### config.mk
export PLATFORM = sky130hd
export DESIGN_NAME = pf_reset_supervisor
export DESIGN_NICKNAME = d
export VERILOG_FILES = /design/src/rtl/pf_sup_pkg.sv /design/src/rtl/pf_sync_chain.sv /design/src/rtl/pf_hold_timer.sv /design/src/rtl/pf_sup_fsm.sv /design/src/rtl/pf_reset_supervisor.sv
export SDC_FILE = /design/constraint.sdc
export NUM_CORES = 1
export LEC_CHECK = 0
export BUFFER_PORTS_ARGS = -buffer_cell sky130_fd_sc_hd__buf_4
export CAP_MARGIN = 25
export CORE_MARGIN = 2
export CORE_UTILIZATION = 35
export CTS_CLUSTER_DIAMETER = 120
export DETAILED_ROUTE_END_ITERATION = 10
export SLEW_MARGIN = 20
export SYNTH_ARGS = -nofsm -noshare
export SYNTH_HDL_FRONTEND = slang
export SYNTH_HIERARCHICAL = 1
export SYNTH_SLANG_ARGS = --single-unit
### constraint.sdc
create_clock -name clk -period 4.95 [get_ports clk]
set_input_delay 0.7425 -clock clk [delete_from_list [all_inputs] [get_ports clk]]
set_output_delay 0.7425 -clock clk [all_outputs]
set_load 0.05 [all_outputs]
### src/rtl/pf_sup_pkg.sv
package pf_sup_pkg;
  typedef enum logic [1:0] {
    SV_DOWN     = 2'd0,
    SV_OSC_WAIT = 2'd1,
    SV_HOLD     = 2'd2,
    SV_RUN      = 2'd3
  } sup_state_t;
endpackage

### src/rtl/pf_sync_chain.sv
module pf_sync_chain #(
  parameter int   STAGES    = 2,
  parameter logic RESET_VAL = 1'b1
) (
  input  logic clk,
  input  logic rst,
  input  logic d_in,
  output logic q_out
);
  localparam int LAST = STAGES - 1;

  logic [LAST:0] flop_q;

  genvar gi;
  generate
    for (gi = 0; gi < STAGES; gi++) begin : g_stage
      if (gi == 0) begin : g_first
        always_ff @(posedge clk) begin
          if (rst) flop_q[gi] <= RESET_VAL;
          else     flop_q[gi] <= d_in;
        end
      end else begin : g_next
        always_ff @(posedge clk) begin
          if (rst) flop_q[gi] <= RESET_VAL;
          else     flop_q[gi] <= flop_q[gi-1];
        end
      end
    end
  endgenerate

  assign q_out = flop_q[LAST];
endmodule

### src/rtl/pf_hold_timer.sv
module pf_hold_timer #(
  parameter int HOLD_TICKS = 8192,
  parameter int CW         = (HOLD_TICKS > 2) ? $clog2(HOLD_TICKS) : 1
) (
  input  logic          clk,
  input  logic          rst,
  input  logic          hold_active,
  input  logic          tick_in,
  output logic          timer_done,
  output logic [CW-1:0] hold_cnt
);
  localparam logic [CW-1:0] LAST_CNT = CW'(HOLD_TICKS - 1);

  assign timer_done = hold_active && tick_in && (hold_cnt == LAST_CNT);

  always_ff @(posedge clk) begin
    if (rst || !hold_active || timer_done) hold_cnt <= '0;
    else if (tick_in)                      hold_cnt <= hold_cnt + 1'b1;
  end
endmodule

### src/rtl/pf_sup_fsm.sv
module pf_sup_fsm
  import pf_sup_pkg::*;
(
  input  logic       clk,
  input  logic       rst,
  input  logic       pf_sync,
  input  logic       osc_off_cfg,
  input  logic       osc_ready,
  input  logic       timer_done,
  output sup_state_t state,
  output logic       rst_pull_low,
  output logic       access_block
);
  sup_state_t state_d;
  logic       osc_was_off_q, osc_was_off_d;

  always_comb begin
    state_d       = state;
    osc_was_off_d = osc_was_off_q;
    if (pf_sync) begin
      state_d       = SV_DOWN;
      osc_was_off_d = osc_was_off_q | osc_off_cfg;
    end else begin
      case (state)
        SV_DOWN:     state_d = osc_was_off_q ? SV_OSC_WAIT : SV_HOLD;
        SV_OSC_WAIT: if (osc_ready) state_d = SV_HOLD;
        SV_HOLD: begin
          if (timer_done) begin
            state_d       = SV_RUN;
            osc_was_off_d = 1'b0;
          end
        end
        SV_RUN:      state_d = SV_RUN;
        default:     state_d = SV_DOWN;
      endcase
    end
  end

  always_ff @(posedge clk) begin
    if (rst) begin
      state         <= SV_DOWN;
      osc_was_off_q <= 1'b0;
      rst_pull_low  <= 1'b1;
      access_block  <= 1'b1;
    end else begin
      state         <= state_d;
      osc_was_off_q <= osc_was_off_d;
      rst_pull_low  <= (state_d != SV_RUN);
      access_block  <= (state_d == SV_DOWN);
    end
  end
endmodule

### src/rtl/pf_reset_supervisor.sv
module pf_reset_supervisor
  import pf_sup_pkg::*;
#(
  parameter int SYNC_STAGES = 2,
  parameter int HOLD_TICKS  = 8192
) (
  input  logic clk,
  input  logic rst,
  input  logic pf_in,
  input  logic tick_in,
  input  logic osc_off_cfg,
  input  logic osc_ready,
  output logic rst_pull_low,
  output logic access_block
);
  localparam int CW = (HOLD_TICKS > 2) ? $clog2(HOLD_TICKS) : 1;

  logic          pf_sync;
  logic          timer_done;
  logic [CW-1:0] hold_cnt;
  sup_state_t    state;

  pf_sync_chain #(.STAGES(SYNC_STAGES), .RESET_VAL(1'b1)) sync_i (
    .clk   (clk),
    .rst   (rst),
    .d_in  (pf_in),
    .q_out (pf_sync)
  );

  pf_hold_timer #(.HOLD_TICKS(HOLD_TICKS), .CW(CW)) timer_i (
    .clk         (clk),
    .rst         (rst),
    .hold_active (state == SV_HOLD),
    .tick_in     (tick_in),
    .timer_done  (timer_done),
    .hold_cnt    (hold_cnt)
  );

  pf_sup_fsm fsm_i (
    .clk          (clk),
    .rst          (rst),
    .pf_sync      (pf_sync),
    .osc_off_cfg  (osc_off_cfg),
    .osc_ready    (osc_ready),
    .timer_done   (timer_done),
    .state        (state),
    .rst_pull_low (rst_pull_low),
    .access_block (access_block)
  );
endmodule

; After elaboration in Yosys (flattened, before gate mapping)
; Index checks and enable logic that the tools add are counted.
[totals]
word_cells = 32
ff_bits = 20
in_bits = 6
[classes]
muxes = 8
addsub = 1
n_bitwise = 1
eq_ne = 5
n_reduce_logical = 10
[op_table]
columns = op, count
row1 = 13-bit by 1-bit adder with 13-bit output (second input constant), 1
row2 = 13-bit equality test (second input constant), 1
row3 = 2-bit 2-to-1 mux, 4
row4 = 2-bit case mux with 4 select lines, 1
row5 = 2-bit equality test (second input constant), 2
row6 = 2-bit logical NOT, 2
row7 = 2-bit nonzero test, 2
row8 = 1-bit 2-to-1 mux, 3
row9 = 2-bit by 1-bit equality test with 1-bit output (second input constant), 1
row10 = 1-bit logical AND, 2
row11 = 1-bit logical OR, 2
row12 = 2-bit != test (second input constant), 1
row13 = 2-bit AND reduction, 1
row14 = 1-bit logical NOT, 1
row15 = 1-bit bitwise OR, 1

; Longest topological paths before layout
; Gate-level depths: netlist of the first run.
[logic_depth]
depth_word = 7
mapped_depth = 7

; Hierarchy
; Netlist of the first run, hierarchy kept.
[modules_own_cells]
columns = module, area_each_um2, seq_area_each_um2, n_inst, cells_per_inst
row1 = pf_hold_timer, 678.2, 260.2, 1, 67
row2 = pf_sup_fsm, 186.4, 100.1, 1, 18
row3 = pf_sync_chain, 52.6, 40.0, 1, 4
row4 = pf_reset_supervisor, 13.8, 0.0, 1, 1

; Worst setup path after synthesis of the first run
; No wires, ideal clock.
[synth_timing]
path_kind = input -> register
from = input port tick_in
to = register fsm_i.osc_was_off_q
cell_stages = 7
setup_slack_ps = 3146
n_path_buf = 1
setup_ps = 124
arrival_ps = 1680
path_cell_list = buf_6 > nand4_4 > nor2_4 > nand3_1 > nor2_1 > nor4bb_1 > nor3_1
[synth_between]
elab_chain_len = 4
[synth_lines]
columns = item, line
row1 = start: declaration, pf_reset_supervisor.sv:10  ; input logic tick_in,
row2 = 1-bit logical AND (2 in a row), pf_hold_timer.sv:14  ; assign timer_done = hold_active && tick_in && (hold_cnt == LAST_CNT);
row3 = named net timer_done, pf_reset_supervisor.sv:19  ; logic timer_done;
row4 = 2-bit nonzero test (no line), n/a
row5 = 2-bit AND reduction (no line), n/a
row6 = end signal: assignment, pf_sup_fsm.sv:47  ; osc_was_off_q <= osc_was_off_d;
row7 = end: declaration, pf_sup_fsm.sv:15  ; logic osc_was_off_q, osc_was_off_d;
; The timed path passes the listed nets, and every way through them passes these cells.
; A chain may end at the register's enable or synchronous reset.

; Worst setup path in the final report of the first run
[layout_timing]
from = register timer_i.hold_cnt[0]
to = register fsm_i.osc_was_off_q
[layout_between]
elab_chain_len = 4
[layout_lines]
columns = item, line
row1 = start: declaration, pf_hold_timer.sv:10  ; output logic [CW-1:0] hold_cnt
row2 = start signal: assignment, pf_hold_timer.sv:18  ; else if (tick_in) hold_cnt <= hold_cnt + 1'b1;
row3 = 13-bit equality test, pf_hold_timer.sv:14
row4 = 1-bit logical AND, pf_hold_timer.sv:14
row5 = named net timer_done, pf_reset_supervisor.sv:19
row6 = 2-bit nonzero test (no line), n/a
row7 = 2-bit AND reduction (no line), n/a
; The timed path passes the listed nets, and every way through them passes these cells.

==> results.toml, run 1 <==
[synthesis]
synth_most_common_cell = "dfxtp_1"
ys_seq_area_share_pct = 43.0
synth_top_area_share_pct = 43.0
yosys.area_share.simple_pct = 33.6
synth-async-reset-ratio_pct = 0
synth_edf_count = 0
avgSynthCellArea_sq_um = 10.3
synth_mux_area_share_pct = 1.08
synth-seq-cells = 20
synth_compound_area_share_pct = 5.65
syn-cell-area_sq_um = 931
synthXorXnorAreaFrac_pct = 11.3
ys.flop_type = "dfxtp_1"
synthTopCellsByCount = "dfxtp_1, nor2_2, xnor2_1"
synth_fa_ha_area_share_pct = 1.34
synth_cells = 90
yosysTopAreaCell = "dfxtp_1"
synth_top_family_by_area = "simple AND/OR/NAND/NOR gates"
yosysWarningCount = 6
synth_area_leaders = "dfxtp_1, xnor2_1, nor2_2, xor2_1, nand3_1"
syn-num-nets = 97
synth_cell_types = 30

[drt]
wl_met3_microns = 21
first_pass_iters = 4
top_layer = "met4"
met1Wirelength_microns = 761
first_iter_violations = 8
detail_route.wl_per_cell_microns = 10.8
wirelength_microns = 1400
vias = 604
wl_met2_microns = 601
drc = 0
via_per_inst = 4.68
ant_nets = 0

[global_routing]
gr-total-overflow = 0
grt_max_degree = 14
track_usage_pct = 9.83
grt_pass1_wl_microns = 2480
grt_pass1_vias = 584
antenna_found_initial = 0

[worst_setup_path]
end_kind = "flip-flop"
critical_path_class = "reg2reg"
crit_arrival_ps = 2010
startpoint_type = "flip-flop"
crit_buf_inv = 0
path_cells = "ha_1 > nand4_1 > nor2_4 > nand3_1 > nor2_1 > nor4bb_1 > nor3_1"
critPathMaxStageDelay_ps = 440
critPathTopFamily = "simple AND/OR/NAND/NOR gates"
worstPathMaxFanout = 5
critPathSlowestCell = "dfxtp_1"
crit_required_ps = 5130

[die]
initial_core_util_pct = 37.2
die_y_microns = 55.6
coreArea_sq_um = 2500
dieWidth_microns = 55.6
core.rowCount = 18
ios = 8
die-area_sq_um = 3090

[clock_network]
post_cts_resized = 0
clock_path_buffers = 2
cts_setup_buffers = 0
cts_tree = "yes"
cts_root_buffer = "clkbuf_4"
clock-sinks = 20
cts_buffers = 3
clock_latency_ps = 290
cts_hold_buf = 0
clk_pin_slew_ps = 110
cts_max_level = 1

[pwr]
power_frac_seq_pct = 61.5
leakage_nw = 0.334
clkPwrFrac_pct = 34.5
ir_drop_mv = 0.140
p_comb_share_pct = 4.0
switching_share_pct = 20.2
power_density_nw_per_um2 = 259
p_int_w = 0.000213
p_sw_w = 0.0000540

[sta]
hold_violations = 0
worst_pin_slew_ps = 295
fin_crit_sh_pct = 37.0
tns_ps = 0
max_freq_ghz = 0.546
worst_clock_skew_ps = 3.90
rsz0062_at_grt = "no"
relSlewSlack_pct = 80.3
period_minus_slack_ps = 1830
setup_viol_count_final = 0
finalMaxSlewViolations = 0
whs_ps = 412

[cells_and_area]
fillers = 231
seqCellArea_sq_um = 400
final_nets = 107
drive_gt1_share_pct = 27.3
multiInputGateArea_sq_um = 493
antenna_cells_inserted = 0
area_delta_synth_final_pct = 10.8

[hold_path]
hold_class = "reg2reg"

[run]
max_cap_violations = 0

[placement]
gp_congestion = 0.674
hpwl_microns = 997
portBuffers = 7

[outcome]
status = "finished, final reports clean"
## flip-flops by register name, summed over array words and instances, names as in the netlist
name and count:
fsm_i/osc_was_off_q 1, fsm_i/state 2, fsm_i/rst_pull_low 1, timer_i/hold_cnt 13
sync_i/flop_q 1, fsm_i/access_block 1, sync_i/q_out 1
## final cells by class
type	instances	area share (%)
repair buffers	7	5.10
flip-flops and latches	20	38.8
clock buffers	4	3.52
inverters	3	1.09
multi-input cells	65	47.8
well taps	30	3.64
## worst paths after layout
kind / from / to / slack (ps) / cells after the start
setup / recovery: timer_i/hold_cnt[0] / fsm_i/osc_was_off_q / 3120 / 7
hold / removal: sync_i/flop_q[0] / sync_i/q_out / 410 / 1
setup reg to reg: timer_i/hold_cnt[0] / fsm_i/osc_was_off_q / 3120 / 7
hold reg to reg: sync_i/flop_q[0] / sync_i/q_out / 410 / 1
## layout by cell type, fill, tap and decap left out, types with 4 or more instances in the layout
cell     count
dfxtp_1     20
xnor2_1      8
nor2_1       6
buf_4        7
xor2_1       4
nand3_1      6
nor2_2       9
nor3_1       4
## cell families (layout without fill, tap and decap cells)
| logic type | after synthesis | in the layout |
|---|---|---|
| AO/OA/AOI/OAI | 5 | 5 |
| XOR/XNOR | 12 | 12 |
| adder cells (fa/ha/maj) | 1 | 1 |
| buffers and inverters | 5 | 14 |
| flip-flops | 20 | 20 |
| multiplexers | 1 | 1 |
| AND/OR/NAND/NOR | 46 | 46 |
## stage by stage
| stage | power (W) | setup slack [ps] | instances | util (%) | area (sq um) |
|---|---|---|---|---|---|
| after global routing | 0.000279 | 2900 | 129 | 41.2 | 1030 |
| after floorplan | 0.000175 | 3150 | 90 | - | 931 |
| after global placement | 0.000179 | 3050 | 125 | 39.8 | 995 |
| after CTS | 0.000269 | 3130 | 129 | 41.2 | 1030 |
| final | 0.000267 | 3120 | 129 | 41.2 | 1030 |
| after detailed placement | 0.000179 | 2990 | 125 | 39.8 | 995 |
## power groups by stage
stage	Clock [W]	Combinational [W]	Sequential (W)
floorplan	0	0.00000660	0.000168
global placement	0	0.0000106	0.000168
detailed placement	0	0.0000107	0.000168
CTS	0.0000939	0.0000108	0.000164
global route	0.000103	0.0000117	0.000165
finish	0.0000922	0.0000107	0.000164
## metal layers
| layer | global-route usage, % | up-vias |
|---|---|---|
| met5 | 0 | - |
| li1 | - | 326 |
| met3 | 2.09 | 2 |
| met2 | 14.3 | 3 |
| met1 | 14.0 | 273 |
| met4 | 4.18 | 0 |
## worst reg2reg max path, cell delays in order (launching register included)
cell      delay [ps]
dfxtp_1          440
ha_1             250
nand4_1          230
nor2_4           180
nand3_1           90
nor2_1           160
nor4bb_1         290
nor3_1            80
(Power assumes the default switching activity.)
==> inputs of run 2 (changes only) <==
==> constraint.sdc (replaced) <==
create_clock -name clk -period 1.5 [get_ports clk]
set_input_delay 0.225 -clock clk [delete_from_list [all_inputs] [get_ports clk]]
set_output_delay 0.225 -clock clk [all_outputs]
set_load 0.05 [all_outputs]
==> results.toml, run 2 (synthesized netlist as in run 1, its figures left out) <==
[drt]
drc = 0
ant_nets = 0
detail_route.wl_per_cell_microns = 11.4
first_iter_violations = 4
wirelength_microns = 1610
via_per_inst = 4.80
first_pass_iters = 4
vias = 677

[sta]
max_freq_ghz = 0.696
finalMaxSlewViolations = 0
relSlewSlack_pct = 76.1
worst_pin_slew_ps = 358
fin_crit_sh_pct = 95.8
setup_viol_count_final = 0
period_minus_slack_ps = 1440
tns_ps = 0
rsz0062_at_grt = "yes"
hold_violations = 0
worst_clock_skew_ps = 6.54

[pwr]
power_w = 0.00101
power_density_nw_per_um2 = 856
ir_drop_mv = 0.735
leakage_nw = 0.403

[die]
die-area_sq_um = 3090
coreArea_sq_um = 2500
die_y_microns = 55.6
ios = 8
core.rowCount = 18
initial_core_util_pct = 37.2
dieWidth_microns = 55.6

[cells_and_area]
seqCellArea_sq_um = 403
multiInputGateArea_sq_um = 538
fin_cells = 141
reg_top3 = "timer_i/hold_cnt (13), fsm_i/state (2)"
layout_commonest_cell = "buf_4"
layout_common_cells = "buf_4, dfxtp_1, nor2_2"
largest_register_ffs = 13
antenna_cells_inserted = 0
top_register = "timer_i/hold_cnt"
fillers = 235
final_nets = 119
area_delta_synth_final_pct = 27.3
drive_gt1_share_pct = 41.4

[global_routing]
grt_pass1_wl_microns = 2810
gr-total-overflow = 0
track_usage_pct = 11.4
grt_max_degree = 14
antenna_found_initial = 0
grt_pass1_vias = 677

[clock_network]
clock_path_buffers = 2
cts_hold_buf = 0
cts_max_level = 1
cts_tree = "yes"
cts_buffers = 3
clock-sinks = 20
clock_latency_ps = 300
cts_setup_buffers = 0
clk_pin_slew_ps = 110
cts_root_buffer = "clkbuf_4"

[worst_setup_path]
critical_path_class = "reg2reg"
worstPathMaxFanout = 3
crit_required_ps = 1700
startpoint_type = "flip-flop"
end_kind = "flip-flop"
crit_arrival_ps = 1640

[placement]
hpwl_microns = 1160
dp_cells = 137
portBuffers = 7
gp_congestion = 0.675

[run]
max_cap_violations = 0

[outcome]
status = "finished, final reports clean"

[hold_path]
hold_class = "in2reg"
## run 2: layer usage
| layer | vias to the layer above | GRT usage [%] | wire length, microns |
|---|---|---|---|
| met5 | - | 0 | 0 |
| met4 | 0 | 3.14 | 10 |
| met3 | 2 | 4.42 | 65 |
| met2 | 10 | 19.2 | 831 |
| met1 | 316 | 13.4 | 704 |
| li1 | 349 | - | - |
## run 2: layout make-up
class / instances / share of cell area, %
multi-input combinational: 65 / 45.4
sequential: 20 / 34.0
timing repair buffer: 19 / 12.0
tap: 30 / 3.17
clock inverter: 1 / 2.53
clock buffer: 3 / 1.90
inverter: 3 / 0.950
## run 2: path summary, 6_finish.rpt
path / startpoint / end / slack, ps / cells past startpoint
setup / recovery: timer_i/hold_cnt[1] / fsm_i/state[0] / 60 / 7
hold / removal: pf_in / sync_i/flop_q[0] / 90 / 2
hold reg to reg: sync_i/flop_q[0] / sync_i/q_out / 420 / 1
setup reg to reg: timer_i/hold_cnt[1] / fsm_i/state[0] / 60 / 7
## run 2: worst max-delay path, cell delays in order, from the launching register on
cell and delay (ps):
dfxtp_2 350, ha_4 150, nand4_1 130, nor2_4 60, nand3_2 80, nor2_4 50, or3b_1 380, o311a_1 130
## run 2: through the flow
stage	hold WS, ps	setup WS (ps)	instance area, sq um	util [%]
2_1_floorplan	304	29.4	936	-
3_3_place_gp	391	58.8	1090	43.6
5_1_grt	78.0	-5.19	1180	47.4
4_1_cts	82.5	2.15	1150	45.9
6_report	92.1	62.5	1180	47.4
3_5_place_dp	389	27.9	1090	43.6
## run 2: repair_timing
item                                    4_1_cts  5_1_grt
endpoints found under the setup margin        1        4
gates resized for setup                       1        6
cloned                                        0        0
pin swaps                                     0        3
## run 2: power breakdown
part	internal, W	total, W	switching (W)	leakage (nW)
Clock	0.000270	0.000434	0.000164	0.0279
Combinational	0.0000195	0.0000369	0.0000174	0.212
Sequential	0.000537	0.000543	0.00000569	0.163
==> inputs of run 3 (changes only) <==
--- a/config.mk
+++ b/config.mk
@@ -7,10 +7,11 @@
 export LEC_CHECK = 0
 export BUFFER_PORTS_ARGS = -buffer_cell sky130_fd_sc_hd__buf_4
 export CAP_MARGIN = 25
-export CORE_MARGIN = 2
+export CORE_MARGIN = 10
 export CORE_UTILIZATION = 35
 export CTS_CLUSTER_DIAMETER = 120
 export DETAILED_ROUTE_END_ITERATION = 10
+export PLACE_DENSITY_LB_ADDON = 0.2
 export SLEW_MARGIN = 20
 export SYNTH_ARGS = -nofsm -noshare
 export SYNTH_HDL_FRONTEND = slang
==> results.toml, run 3 (synthesized netlist as in run 1, its figures left out) <==
[outcome]
status = "finished, final reports clean"

[cells_and_area]
fillers = 223
layout_commonest_cell = "buf_4"
largest_register_ffs = 13
fin_cells = 146
drive_gt1_share_pct = 44.8
antenna_cells_inserted = 0
final_cell_area_sq_um = 1270
area_delta_synth_final_pct = 37.0
layout_common_cells = "buf_4, dfxtp_1, nor2_4"
top_register = "timer_i/hold_cnt"
final_nets = 124
reg_top3 = "timer_i/hold_cnt (13), fsm_i/state (2)"

[die]
die_y_microns = 71.6
core.rowCount = 18
ios = 8
initial_core_util_pct = 37.2
dieWidth_microns = 71.6
die-area_sq_um = 5120
coreArea_sq_um = 2500

[worst_setup_path]
end_kind = "flip-flop"
critPathSlowestCell = "dfxtp_2"
startpoint_type = "flip-flop"
critPathMaxStageDelay_ps = 350
crit_top_cell = "nor2_4"
critPathTopFamily = "flip-flops"
crit_buf_inv = 2
critical_path_class = "reg2reg"
crit_required_ps = 1750
worstPathMaxFanout = 5
path_cells = "ha_4 > nand4_1 > nor2_4 > buf_6 > a311o_4 > clkbuf_16 > nor2_4"
crit_arrival_ps = 1730

[drt]
ant_nets = 0
first_pass_iters = 4
detail_route.wl_per_cell_microns = 12.4
first_iter_violations = 16
vias = 700
wirelength_microns = 1820
via_per_inst = 4.79
drc = 0

[clock_network]
clock_latency_ps = 300
clock-sinks = 20
cts_buffers = 3
clk_pin_slew_ps = 110
cts_tree = "yes"
cts_max_level = 1
cts_root_buffer = "clkbuf_4"
clock_path_buffers = 2
cts_hold_buf = 0

[sta]
whs_ps = 100
finalMaxSlewViolations = 0
max_freq_ghz = 0.673
rsz0062_at_grt = "yes"
relSlewSlack_pct = 76.4
period_minus_slack_ps = 1490
worst_clock_skew_ps = 1.78
fin_crit_sh_pct = 99.1
hold_violations = 0
setup_viol_count_final = 0
worst_pin_slew_ps = 354

[global_routing]
grt_pass1_wl_microns = 2990
track_usage_pct = 7.07
antenna_found_initial = 0
grt_max_degree = 12
grt_pass1_vias = 686
gr-total-overflow = 0

[hold_path]
hold_class = "in2reg"

[pwr]
power_density_nw_per_um2 = 707
leakage_nw = 0.438
ir_drop_mv = 0.536

[placement]
gp_congestion = 0.788
hpwl_microns = 1230
dp_cells = 138
portBuffers = 7
dpl-instance-area_sq_um = 1100

[run]
max_cap_violations = 0
## run 3: changes by cell type in the layout (fill, tap and decap cells not counted), moves of 2 or more
| cell | before | now |
|---|---|---|
| nor2_1 | 5 | 3 |
| buf_4 | 19 | 21 |
| nor2_2 | 9 | 4 |
| nor2_4 | 3 | 10 |
## run 3: metal layers
layer / share of wire, % / GRT usage [%]
met3: 3.4 / 2.07
met5: 0 / 0
met1: 44 / 7.95
met2: 51 / 11.4
met4: 2.3 / 4.52
## run 3: timing repair
item | 4_1_cts | 5_1_grt
endpoints found under the setup margin | 13 | 15
pin swaps | 1 | 3
gates resized for setup | 0 | 16
buffers inserted | 2 | 1
cloned | 0 | 1
## run 3: cell type report
cell class                 count  area (sq um)  area share [%]
clock buffer                   4          36.3            2.85
tap                           30          37.5            2.94
sequential                    20           403            31.6
inverter                       3          11.3           0.883
timing repair buffer          24           214            16.8
multi-input combinational     65           573            44.9
## run 3: where the power goes
group / total [W] / leakage (nW) / switching [W] / internal, W
clock: 0.000314 / 0.0210 / 0.000166 / 0.000148
sequential: 0.000543 / 0.163 / 0.00000571 / 0.000537
combinational: 0.0000438 / 0.254 / 0.0000206 / 0.0000232
total: 0.000901 / 0.438 / 0.000193 / 0.000709
## run 3: worst paths after layout
check,start,end,slack [ps],cells past startpoint
setup / recovery,timer_i/hold_cnt[1],timer_i/hold_cnt[1],10,7
hold / removal,pf_in,sync_i/flop_q[0],100,2
setup reg to reg,timer_i/hold_cnt[1],timer_i/hold_cnt[1],10,7
hold reg to reg,sync_i/flop_q[0],sync_i/q_out,430,1
## run 3: stage by stage
stage	worst slack, ps	util, %	total power, W	setup TNS [ps]
after floorplan	29.4	-	0.000578	0
after global placement	39.6	43.9	0.000590	0
after CTS	8.10	46.4	0.000913	0
after global routing	-71.3	51.0	0.000945	-681
after detailed placement	13.7	43.9	0.000591	0
final	14.0	51.0	0.000901	0
